<file path="src/rtl/fll_loop_pkg.sv">
package fll_loop_pkg;
  typedef enum logic [1:0] {
    OP_HOLD = 2'd0,
    OP_STEP = 2'd1,
    OP_LOAD = 2'd2
  } acc_op_e;
endpackage

</file>
<file path="src/rtl/fll_err_sub.sv">
module fll_err_sub #(
  parameter int CH_W = 18
) (
  input  logic signed [CH_W-1:0] a_i,
  input  logic signed [CH_W-1:0] b_i,
  output logic signed [CH_W:0]   err_o
);
  // full-precision difference, one guard bit
  always_comb begin
    err_o = {a_i[CH_W-1], a_i} - {b_i[CH_W-1], b_i};
  end
endmodule

</file>
<file path="src/rtl/fll_acc_sat.sv">
module fll_acc_sat
  import fll_loop_pkg::*;
#(
  parameter int ACC_W  = 24,
  parameter int CH_W   = 18,
  parameter int CODE_W = 13,
  parameter int SH_W   = 3
) (
  input  logic                   clk,
  input  logic                   rst,
  input  acc_op_e                op_i,
  input  logic signed [CH_W:0]   err_i,
  input  logic [CODE_W-1:0]      preset_i,
  input  logic [SH_W-1:0]        shift_i,
  output logic signed [ACC_W-1:0] acc_d_o
);
  localparam int FRAC  = ACC_W - CODE_W;
  localparam int WIDE  = ACC_W + (1 << SH_W) + 1;
  localparam int AMT_W = $clog2(FRAC + (1 << SH_W)) + 1;
  localparam logic signed [ACC_W-1:0] POS_LIM = {1'b0, {(ACC_W-1){1'b1}}};
  localparam logic signed [ACC_W-1:0] NEG_LIM = {1'b1, {(ACC_W-1){1'b0}}};

  logic signed [ACC_W-1:0] acc_q;
  logic signed [ACC_W:0]   sum;
  logic signed [ACC_W-1:0] step_val;
  logic signed [CODE_W-1:0] pre_s;
  logic signed [WIDE-1:0]  pre_wide;
  logic [AMT_W-1:0]        amt;
  logic [WIDE-ACC_W:0]     pre_top;
  logic signed [ACC_W-1:0] load_val;

  // step path: widened add, clamp on sign disagreement
  always_comb begin
    sum = {acc_q[ACC_W-1], acc_q} + {{(ACC_W-CH_W){err_i[CH_W]}}, err_i};
    if (sum[ACC_W] != sum[ACC_W-1]) begin
      step_val = sum[ACC_W] ? NEG_LIM : POS_LIM;
    end else begin
      step_val = sum[ACC_W-1:0];
    end
  end

  // preset path: offset code to signed, scaled by the current shift
  always_comb begin
    pre_s    = {~preset_i[CODE_W-1], preset_i[CODE_W-2:0]};
    amt      = AMT_W'(FRAC) + AMT_W'(shift_i);
    pre_wide = $signed({{(WIDE-CODE_W){pre_s[CODE_W-1]}}, pre_s}) <<< amt;
    pre_top  = pre_wide[WIDE-1:ACC_W-1];
    if ((&pre_top) || !(|pre_top)) begin
      load_val = pre_wide[ACC_W-1:0];
    end else begin
      load_val = pre_wide[WIDE-1] ? NEG_LIM : POS_LIM;
    end
  end

  always_comb begin
    unique case (op_i)
      OP_STEP: acc_d_o = step_val;
      OP_LOAD: acc_d_o = load_val;
      default: acc_d_o = acc_q;
    endcase
  end

  always_ff @(posedge clk) begin
    if (rst) acc_q <= '0;
    else     acc_q <= acc_d_o;
  end


  no_wrap_up_chk: assert property (@(posedge clk) disable iff (rst)
    (op_i == OP_STEP && !err_i[CH_W]) |=> ($signed(acc_q) >= $signed($past(acc_q))));


  no_wrap_dn_chk: assert property (@(posedge clk) disable iff (rst)
    (op_i == OP_STEP && err_i[CH_W]) |=> ($signed(acc_q) <= $signed($past(acc_q))));


  acc_hold_chk: assert property (@(posedge clk) disable iff (rst)
    (op_i == OP_HOLD) |=> $stable(acc_q));
endmodule

</file>
<file path="src/rtl/fll_code_map.sv">
module fll_code_map #(
  parameter int CODE_W = 13,
  parameter int SH_W   = 3
) (
  input  logic [CODE_W-1:0] acc_hi_i,
  input  logic [SH_W-1:0]   shift_i,
  output logic [CODE_W-1:0] code_o
);
  logic signed [CODE_W-1:0] scaled;

  // floor(acc/2^FRAC) then floor(/2^shift) equals floor(acc/2^(FRAC+shift))
  always_comb begin
    scaled = $signed(acc_hi_i) >>> shift_i;
    code_o = {~scaled[CODE_W-1], scaled[CODE_W-2:0]};
  end
endmodule

</file>
<file path="src/rtl/fll_err_integrator.sv">
module fll_err_integrator
  import fll_loop_pkg::*;
#(
  parameter int CH_W   = 18,
  parameter int ACC_W  = 24,
  parameter int CODE_W = 13,
  parameter int SH_W   = 3
) (
  input  logic              clk,
  input  logic              rst,
  input  logic [CH_W-1:0]   chan_a,
  input  logic [CH_W-1:0]   chan_b,
  input  logic              chan_vld,
  input  logic [SH_W-1:0]   gain_shift,
  input  logic              preset_ld,
  input  logic [CODE_W-1:0] preset_code,
  output logic [CODE_W-1:0] ctl_code,
  output logic              ctl_upd
);
  localparam logic [CODE_W-1:0] MID = {1'b1, {(CODE_W-1){1'b0}}};

  logic signed [CH_W:0]    err;
  logic signed [ACC_W-1:0] acc_d;
  logic [CODE_W-1:0]       code_d;
  acc_op_e                 op;

  always_comb begin
    if (preset_ld)     op = OP_LOAD;
    else if (chan_vld) op = OP_STEP;
    else               op = OP_HOLD;
  end

  fll_err_sub #(.CH_W(CH_W)) u_sub (
    .a_i   ($signed(chan_a)),
    .b_i   ($signed(chan_b)),
    .err_o (err)
  );

  fll_acc_sat #(.ACC_W(ACC_W), .CH_W(CH_W), .CODE_W(CODE_W), .SH_W(SH_W)) u_acc (
    .clk      (clk),
    .rst      (rst),
    .op_i     (op),
    .err_i    (err),
    .preset_i (preset_code),
    .shift_i  (gain_shift),
    .acc_d_o  (acc_d)
  );

  fll_code_map #(.CODE_W(CODE_W), .SH_W(SH_W)) u_map (
    .acc_hi_i (acc_d[ACC_W-1 -: CODE_W]),
    .shift_i  (gain_shift),
    .code_o   (code_d)
  );

  always_ff @(posedge clk) begin
    if (rst) begin
      ctl_code <= MID;
      ctl_upd  <= 1'b0;
    end else begin
      ctl_upd <= (op == OP_STEP);
      if (op != OP_HOLD) ctl_code <= code_d;
    end
  end


  upd_follow_chk: assert property (@(posedge clk) disable iff (rst)
    (chan_vld && !preset_ld) |=> ctl_upd);


  load_quiet_chk: assert property (@(posedge clk) disable iff (rst)
    preset_ld |=> !ctl_upd);


  code_idle_chk: assert property (@(posedge clk) disable iff (rst)
    (!chan_vld && !preset_ld) |=> $stable(ctl_code));
endmodule

</file>
<file path="config.mk">
export PLATFORM = sky130hd
export DESIGN_NAME = fll_err_integrator
export DESIGN_NICKNAME = d
export VERILOG_FILES = /design/src/rtl/fll_loop_pkg.sv /design/src/rtl/fll_err_sub.sv /design/src/rtl/fll_acc_sat.sv /design/src/rtl/fll_code_map.sv /design/src/rtl/fll_err_integrator.sv
export SDC_FILE = /design/constraint.sdc
export NUM_CORES = 1
export LEC_CHECK = 0
export BUFFER_PORTS_ARGS = -buffer_cell sky130_fd_sc_hd__buf_2
export CORE_MARGIN = 2
export CORE_UTILIZATION = 35
export CTS_BUF_LIST = sky130_fd_sc_hd__clkbuf_4
export DETAILED_ROUTE_END_ITERATION = 7
export HOLD_SLACK_MARGIN = 0.02
export PLACE_DENSITY_LB_ADDON = 0.25
export SLEW_MARGIN = 20
export SYNTH_ARGS = -nofsm -noshare
export SYNTH_HDL_FRONTEND = slang
export SYNTH_HIERARCHICAL = 1
export SYNTH_SLANG_ARGS = --single-unit
</file>
<file path="constraint.sdc">
create_clock -name clk -period 16.7 [get_ports clk]
set_clock_uncertainty 0.1 [all_clocks]
set_input_delay 1.67 -clock clk [delete_from_list [all_inputs] [get_ports clk]]
set_output_delay 1.67 -clock clk [all_outputs]
set_load 0.01 [all_outputs]
</file>
==> results of run 1 <==
-- power breakdown --
part	switching (W)	internal (W)	leakage (nW)
Sequential	0.00000697	0.000101	0.314
Clock	0.0000322	0.0000350	0.0463
Combinational	0.000186	0.000128	2.34
-- worst max path at each step --
stage	from	endpoint	depth (start not counted)
2_1_floorplan	chan_a[0]	ctl_code[5]$_SDFFE_PP0P_	25
3_3_place_gp	chan_a[0]	ctl_code[5]$_SDFFE_PP0P_	24
3_5_place_dp	chan_a[0]	ctl_code[5]$_SDFFE_PP0P_	24
4_1_cts	chan_a[0]	ctl_code[5]$_SDFFE_PP0P_	24
5_1_grt	chan_a[0]	ctl_code[8]$_SDFFE_PP0P_	25
6_report	chan_a[0]	ctl_code[5]$_SDFFE_PP0P_	24
-- metrics by stage --
stage,hold WS [ns],util (%),cells
CTS,0.379,38.1,1054
detailed placement,0.349,37.6,1046
global placement,0.342,37.6,1046
floorplan,0.382,-,800
finish,0.375,38.1,1054
global route,0.402,38.1,1054
-- layout by cell type, fill, tap and decap left out, types with 25 or more instances in the layout --
cell and count:
dfxtp_1 38, ha_1 46, buf_2 69, a211oi_1 30, nand2_1 68, mux2i_1 25, nand3_1 25, inv_1 48
o21ai_0 64, nor2b_1 36, a21oi_1 64, nor2_1 39
-- layout make-up --
cell class | count | area share, %
clock inverters | 1 | 0.459
clock buffers | 7 | 0.803
inverters | 48 | 2.75
multi-input cells | 663 | 74.4
well taps | 225 | 4.30
repair buffers | 72 | 5.62
flip-flops and latches | 38 | 11.6
-- registers in the layout, summed over array words and instances, names as in the netlist --
register / flops
ctl_code: 13
ctl_upd: 1
u_acc/acc_q: 24
-- worst max-delay path, stage by stage --
cell and delay [ns]:
buf_2 0.10, inv_1 0.05, ha_1 0.15, inv_1 0.05, fa_1 0.40, a21o_1 0.19
nand4_1 0.11, a21oi_1 0.11, o21bai_1 0.26, a21oi_1 0.11, o22ai_1 0.50, ha_1 0.42
a21o_1 0.21, a21oi_1 0.13, nor2b_1 0.06, a311o_1 0.35, nor3_1 0.81, a211oi_2 0.29
o21ai_0 0.26, a21oi_1 0.22, mux4_1 0.55, mux2_2 0.27, o21ai_0 0.08, a21oi_1 0.09
-- metal layers --
metal  wire (um)  global-route usage (%)  share of wire, %
met5           0                       0                 0
met2        7200                    27.2                43
met3         780                    1.34               4.7
met4         264                    4.46               1.6
met1        8370                    26.3                50
==> out/qor.yml, run 1 <==
status: "complete, no violations"
setup_tns_ns: 0
synth_fp_nets: 904
io_pins: 70
area_growth_pct: 7.46
ctsResizeCount: 0
setup-violations-final: 0
fillers: 1840
holdPathStages: 1
grt_pass1_vias: 5317
antenna_cells: 0
cp-start-kind: "input pin"
die_y_um: 136
p_leak_nw: 2.70
track_usage_pct: 17.6
cts-root-buf: "clkbuf_4"
maxSlewViolCount: 0
worstMarginPinSlew_ns: 1.04
min_from: "ctl_code[12]$_SDFFE_PP1P_"
cts_tree: "done"
num_vias: 5978
worst_slack_ns: 9.37
synth_area_sq_um: 6090
synth.avg_cell_area_sq_um: 7.61
p_per_area_nw_per_um2: 74.7
hold_buffers: 0
ff2ff_path_depth: 14
reg2reg_slack_ns: 11.63
antenna_found_initial: 0
gp_congestion: 0.924
portBuffers: 69
grt_max_degree: 49
grt_overflow: 0
max_freq_mhz: 136
dieArea_sq_um: 18500
cts_setup_buffers: 0
min_period_ns: 7.33
hold_end: "ctl_code[12]$_SDFFE_PP1P_"
cp_max_fo: 15
dp_hpwl_mm: 13.0
worstPathArrival_ns: 7.46
post-place-ws_ns: 9.01
dr.pass1.iters: 5
placed_area_sq_um: 6460
drc: 0
drive_gt1_share_pct: 15.2
relSlewSlack_pct: 30.6
vdd_drop_max_mv: 0.0312
rr_startpoint: "u_acc/acc_q[0]$_SDFF_PP0_"
cts_htree_levels: 2
clock_latency_ns: 0.37
rows: 48
p_total_w: 0.000489
finalInstanceArea_sq_um: 6550
cts_sinks: 38
wire_per_inst_um: 15.8
rsz0062_at_grt: "false"
critPathKind: "in2reg"
yosys_warnings: 6
max_cap_violations: 0
cts_made_buffers: 5
viasPerCell: 5.67
seq_area_sq_um: 761
die_x_um: 136
drtIter0Drc: 344
multiInputGateArea_sq_um: 4870
routed_wl_mm: 16.6
worstReg2RegEnd: "ctl_code[5]$_SDFFE_PP0P_"
end_kind: "register"
clk_pin_slew_ns: 0.12
finalHoldViolCount: 0
final_nets: 932
finalCritPeriodShare_pct: 43.9
initial_utilization_pct: 35.5
hold_class: "reg2reg"
syn_inst: 800
ant_nets: 0
coreArea_sq_um: 17200
grt_pass1_wl_mm: 26.7
clock_path_buffers: 2
required_ns: 16.83
No activity file was read; power rests on OpenSTA's default activity.
==> inputs of run 2 (changes only) <==
==> constraint.sdc (replaced) <==
create_clock -name clk -period 6.2 [get_ports clk]
set_clock_uncertainty 0.1 [all_clocks]
set_input_delay 0.62 -clock clk [delete_from_list [all_inputs] [get_ports clk]]
set_output_delay 0.62 -clock clk [all_outputs]
set_load 0.01 [all_outputs]
==> run 2 against run 1 <==
  * Sequential power increased to 2.7 times the previous value
  * Sequential cell count is the same
  * Sequential share of layout area down 0.19 points
  * Die area unchanged
  * Global-route usage is 0.26 points higher
  * Clock-buffer cell count down 2
  * Register-to-register slack worse by 10 ns
  * Worst hold slack better by 0.0021 ns
  * Design area rose by 1.7%
  * Cell count up 1.7%
  * Clock power grew 98%
  * Wire length increased by 0.34%
  * Critical path type unchanged
  * Critical endpoint unchanged
  * Largest cell class unchanged
  * Largest power group unchanged
  * Highest routed layer unchanged
==> out/qor.yml, run 2 (synthesis gave the netlist of run 1 again) <==
max_cap_violations: 0  # unchanged
cp_slowest_cell: "a211oi_1"
cts_sinks: 38  # unchanged
drive_gt1_share_pct: 17.0  # +1.8 points
min_from: "ctl_code[12]$_SDFFE_PP1P_"
reg2reg_slack_ns: 1.53  # -10.10 ns
vdd_drop_max_mv: 0.0918  # +190%
dp_hpwl_mm: 13.2  # +1.6%
dieArea_sq_um: 18500  # unchanged
antenna_cells: 0  # unchanged
dr.pass1.iters: 5  # unchanged
rsz0062_at_grt: "false"
min_period_ns: 5.68
hold_end: "ctl_code[12]$_SDFFE_PP1P_"
cp-start-kind: "input pin"
ctsResizeCount: 0  # unchanged
cp_max_fo: 13  # -2
cp_top_family: "compound AO/OA/AOI/OAI gates"
required_ns: 6.34  # -10.49 ns
final_util_pct: 38.7  # +0.63 points
finalHoldViolCount: 0  # unchanged
layout_common_cells: "buf_2, nand2_1, o21ai_0, a21oi_1, inv_1"
path_buf_inv: 5  # +2
area_growth_pct: 9.24
path_common_cell: "o21ai_0"
coreArea_sq_um: 17200  # unchanged
initial_utilization_pct: 35.5  # unchanged
viasPerCell: 5.63  # -0.81%
hold_class: "reg2reg"
worst_path_largest_cell_delay_ns: 0.58  # -0.23 ns
grt_pass1_wl_mm: 27.5  # +2.8%
cts_setup_buffers: 0  # unchanged
setup-violations-final: 0  # unchanged
gp_congestion: 0.878  # -5.0%
holdPathStages: 1  # unchanged
hold_buffers: 0  # unchanged
clk_pin_slew_ns: 0.13  # about the same
setup_tns_ns: 0  # unchanged
worstPathArrival_ns: 5.82  # -1.64 ns
p_per_area_nw_per_um2: 194  # +160%
status: "complete, no violations"
clock_latency_ns: 0.36  # about the same
finalCritPeriodShare_pct: 91.6
portBuffers: 69  # unchanged
routed_wl_mm: 16.7  # +0.34%
die_x_um: 136  # unchanged
top_regs: "u_acc/acc_q x24, ctl_code x13, ctl_upd x1"
end_kind: "register"
p_leak_nw: 2.78  # +2.7%
maxSlewViolCount: 0  # unchanged
cts_htree_levels: 2  # unchanged
hold_ws_ns: 0.377  # +0.00215 ns
clock_path_buffers: 2  # unchanged
ant_nets: 0  # unchanged
worstReg2RegEnd: "ctl_code[5]$_SDFFE_PP0P_"
max_freq_mhz: 176
track_usage_pct: 17.9  # +0.26 points
critPathKind: "in2reg"
wire_per_inst_um: 15.5  # -1.3%
grt_overflow: 0  # unchanged
drtIter0Drc: 478  # +39%
layout_commonest_cell: "buf_2"
largest-register: "u_acc/acc_q"
worstMarginPinSlew_ns: 0.927  # -0.115 ns
relSlewSlack_pct: 37.8  # +7.2 points
cts-root-buf: "clkbuf_4"
rows: 48  # unchanged
io_pins: 70  # unchanged
die_y_um: 136  # unchanged
cts_tree: "done"
antenna_found_initial: 0  # unchanged
drc: 0  # unchanged
final_nets: 950  # +1.9%
num_vias: 6031  # +0.89%
grt_pass1_vias: 5517  # +3.8%
ff2ff_path_depth: 16  # +2
largest_reg_flops: 24  # unchanged
cts_made_buffers: 5  # unchanged
rr_startpoint: "u_acc/acc_q[0]$_SDFF_PP0_"
grt_max_degree: 48  # -2.0%
-- run 2: cell type report --
type                    count  area [sq um]
fillers                  1867         10500
multi-input cells         663          4870
flip-flops and latches     38           761
repair buffers             90           503
well taps                 225           282
inverters                  48           180
clock buffers               5          37.5
clock inverters             3          16.3
-- run 2: where the power goes --
part           switching [W]  leakage (nW)  internal [W]
Sequential         0.0000181         0.314      0.000272
Combinational       0.000507          2.43      0.000362
Clock              0.0000904        0.0286     0.0000422
-- run 2: worst max-delay path by stage --
stage / slack (ns) / from / cells past startpoint / endpoint
6_report: 0.52 / chan_a[0] / 26 / ctl_code[5]$_SDFFE_PP0P_
5_1_grt: 0.08 / chan_a[0] / 26 / ctl_code[5]$_SDFFE_PP0P_
4_1_cts: 0.57 / chan_a[0] / 26 / ctl_code[5]$_SDFFE_PP0P_
3_5_place_dp: 0.18 / chan_a[0] / 26 / ctl_code[5]$_SDFFE_PP0P_
3_3_place_gp: 0.33 / chan_a[0] / 26 / ctl_code[5]$_SDFFE_PP0P_
2_1_floorplan: 0.51 / chan_a[0] / 25 / ctl_code[5]$_SDFFE_PP0P_
-- run 2: metrics by stage --
step | total power [W] | area, sq um | worst slack [ns] | instances
2_1_floorplan | 0.000945 | 6090 | 0.514 | 800
6_report | 0.00129 | 6650 | 0.519 | 1072
3_5_place_dp | 0.00115 | 6600 | 0.182 | 1064
4_1_cts | 0.00129 | 6650 | 0.567 | 1072
3_3_place_gp | 0.00116 | 6600 | 0.326 | 1064
5_1_grt | 0.00140 | 6650 | 0.0827 | 1072
-- run 2: metal layers --
metal	track usage [%]	up-vias	wire length [um]
li1	-	3100	-
met1	26.0	2738	8240
met2	28.7	181	7330
met3	1.57	12	889
met4	3.82	0	206
met5	0	-	0
==> inputs of run 3 (changes only) <==
--- a/config.mk
+++ b/config.mk
@@ -5,6 +5,7 @@
 export SDC_FILE = /design/constraint.sdc
 export NUM_CORES = 1
 export LEC_CHECK = 0
+export ABC_AREA = 1
 export BUFFER_PORTS_ARGS = -buffer_cell sky130_fd_sc_hd__buf_2
 export CORE_MARGIN = 2
 export CORE_UTILIZATION = 35
==> run 3 against run 2 <==
  * Largest power group unchanged
  * Fmax is 19% higher
  * Cell count rose by 30%
  * Critical path type unchanged
  * Via count increased by 16%
  * Design area fell by 0.11%
  * Register-to-register slack better by 0.99 ns
  * Critical path depth up 6
  * Sequential cell count unchanged
==> out/qor.yml, run 3 <==
grt_max_degree: 49  # +2.1%
dr.pass1.iters: 7  # +2
track_usage_pct: 19.1  # +1.3 points
ant_nets: 0  # unchanged
layout_commonest_cell: "nand2_1"
multiInputGateArea_sq_um: 4650  # -4.6%
worst_slack_ns: 1.42  # +0.900 ns
final_nets: 1268  # +33%
worstMarginPinSlew_ns: 0.822  # -0.104 ns
rows: 48  # unchanged
finalCritPeriodShare_pct: 77.1  # -15 points
cts_htree_levels: 2  # unchanged
required_ns: 6.36  # +0.02 ns
fillers: 1990  # +6.6%
die_y_um: 137  # +0.54%
min_period_ns: 4.78  # -0.900 ns
cts_tree: "done"
relSlewSlack_pct: 45.2  # +7.4 points
viasPerCell: 5.04  # -10%
maxSlewViolCount: 0  # unchanged
post-place-ws_ns: 1.07  # +0.885 ns
worst_path_largest_cell_delay_ns: 0.50  # -0.08 ns
setup_tns_ns: 0  # unchanged
hold_buffers: 0  # unchanged
path_common_cell: "nand2_1"
p_per_area_nw_per_um2: 203  # +4.8%
status: "complete, no violations"
die_x_um: 137  # +0.54%
dp_hpwl_mm: 14.6  # +11%
max_cap_violations: 0  # unchanged
hold_ws_ns: 0.383  # +0.00583 ns
final_util_pct: 38.6  # -0.18 points
p_leak_nw: 3.57  # +29%
io_pins: 70  # unchanged
layout_common_cells: "nand2_1, nand3_1, inv_1, nor2_1, buf_2"
top_regs: "u_acc/acc_q x24, ctl_code x13, ctl_upd x1"
vdd_drop_max_mv: 0.0666  # -27%
clock_latency_ns: 0.36  # about the same
drive_gt1_share_pct: 11.7  # -5.3 points
rsz0062_at_grt: "false"
cts_made_buffers: 5  # unchanged
yosys_warnings: 6  # unchanged
worstPathArrival_ns: 4.94  # -0.88 ns
synth.avg_cell_area_sq_um: 5.48  # -28%
setup-violations-final: 0  # unchanged
area_growth_pct: 7.90
drc: 0  # unchanged
largest-register: "u_acc/acc_q"
seq_area_sq_um: 761  # unchanged
dieArea_sq_um: 18700  # +1.1%
placed_area_sq_um: 6560  # -0.55%
cp_max_fo: 23  # +10
clk_pin_slew_ns: 0.12  # about the same
portBuffers: 69  # unchanged
cp_slowest_cell: "nand2_1"
cts-root-buf: "clkbuf_4"
num_vias: 7013  # +16%
antenna_found_initial: 1  # +1
hold_class: "reg2reg"
cts_setup_buffers: 0  # unchanged
synth_fp_nets: 1228  # +36%
syn_inst: 1124  # +41%
coreArea_sq_um: 17200  # +0.35%
drtIter0Drc: 390  # -18%
ctsResizeCount: 0  # unchanged
gp_congestion: 0.920  # +4.8%
largest_reg_flops: 24  # unchanged
max_freq_mhz: 209  # +19%
critPathKind: "in2reg"
routed_wl_mm: 17.9  # +7.1%
cts_sinks: 38  # unchanged
finalHoldViolCount: 0  # unchanged
clock_path_buffers: 2  # unchanged
grt_pass1_wl_mm: 29.5  # +7.3%
end_kind: "register"
cp-start-kind: "input pin"
grt_pass1_vias: 6375  # +16%
synth_area_sq_um: 6160  # +1.1%
wire_per_inst_um: 12.8  # -17%
grt_overflow: 0  # unchanged
finalInstanceArea_sq_um: 6650  # -0.11%
initial_utilization_pct: 35.7  # +0.28 points
-- run 3: metrics by stage --
| stage | instances | power (W) |
|---|---|---|
| 6_report | 1391 | 0.00135 |
| 5_1_grt | 1391 | 0.00149 |
| 4_1_cts | 1390 | 0.00135 |
| 3_5_place_dp | 1382 | 0.00116 |
| 3_3_place_gp | 1382 | 0.00117 |
| 2_1_floorplan | 1124 | 0.000969 |
-- run 3: routing by layer --
| metal | vias to the layer above | GRT usage (%) | wire, um |
|---|---|---|---|
| li1 | 3698 | - | - |
| met1 | 3148 | 26.8 | 8980 |
| met2 | 142 | 31.4 | 7880 |
| met3 | 25 | 1.33 | 635 |
| met4 | 0 | 5.61 | 357 |
| met5 | - | 0 | 0 |
-- run 3: critical path, delay by kind of cell --
family	cells	cell delay, ns
adder cells (fa/ha/maj)	3	0.97
AO/OA/AOI/OAI	1	0.11
AND/OR/NAND/NOR	22	2.79
buffers and inverters	6	0.45
-- run 3: final cells by class --
| cell class | count | share of cell area (%) |
|---|---|---|
| Sequential cell | 38 | 11.4 |
| Clock buffer | 7 | 0.791 |
| Timing Repair Buffer | 75 | 5.87 |
| Multi-Input combinational cell | 917 | 70.0 |
| Tap cell | 225 | 4.24 |
| Clock inverter | 1 | 0.452 |
| Inverter | 127 | 7.17 |
| Antenna cell | 1 | 0.0377 |
-- run 3: report_power, final --
part / leakage (nW) / switching (W) / internal, W
sequential: 0.315 / 0.0000210 / 0.000271
combinational: 3.21 / 0.000564 / 0.000312
clock: 0.0463 / 0.0000893 / 0.0000943
-- run 3: path summary, 6_finish.rpt --
kind / start / to / slack (ns) / depth (start not counted)
worst min register to register: ctl_code[12]$_SDFFE_PP1P_ / ctl_code[12]$_SDFFE_PP1P_ / 0.38 / 2
worst min-delay path: ctl_code[12]$_SDFFE_PP1P_ / ctl_code[12]$_SDFFE_PP1P_ / 0.38 / 2
worst max register to register: u_acc/acc_q[0]$_SDFF_PP0_ / ctl_code[9]$_SDFFE_PP0P_ / 2.52 / 22
worst max-delay path: chan_a[0] / ctl_code[9]$_SDFFE_PP0P_ / 1.42 / 32
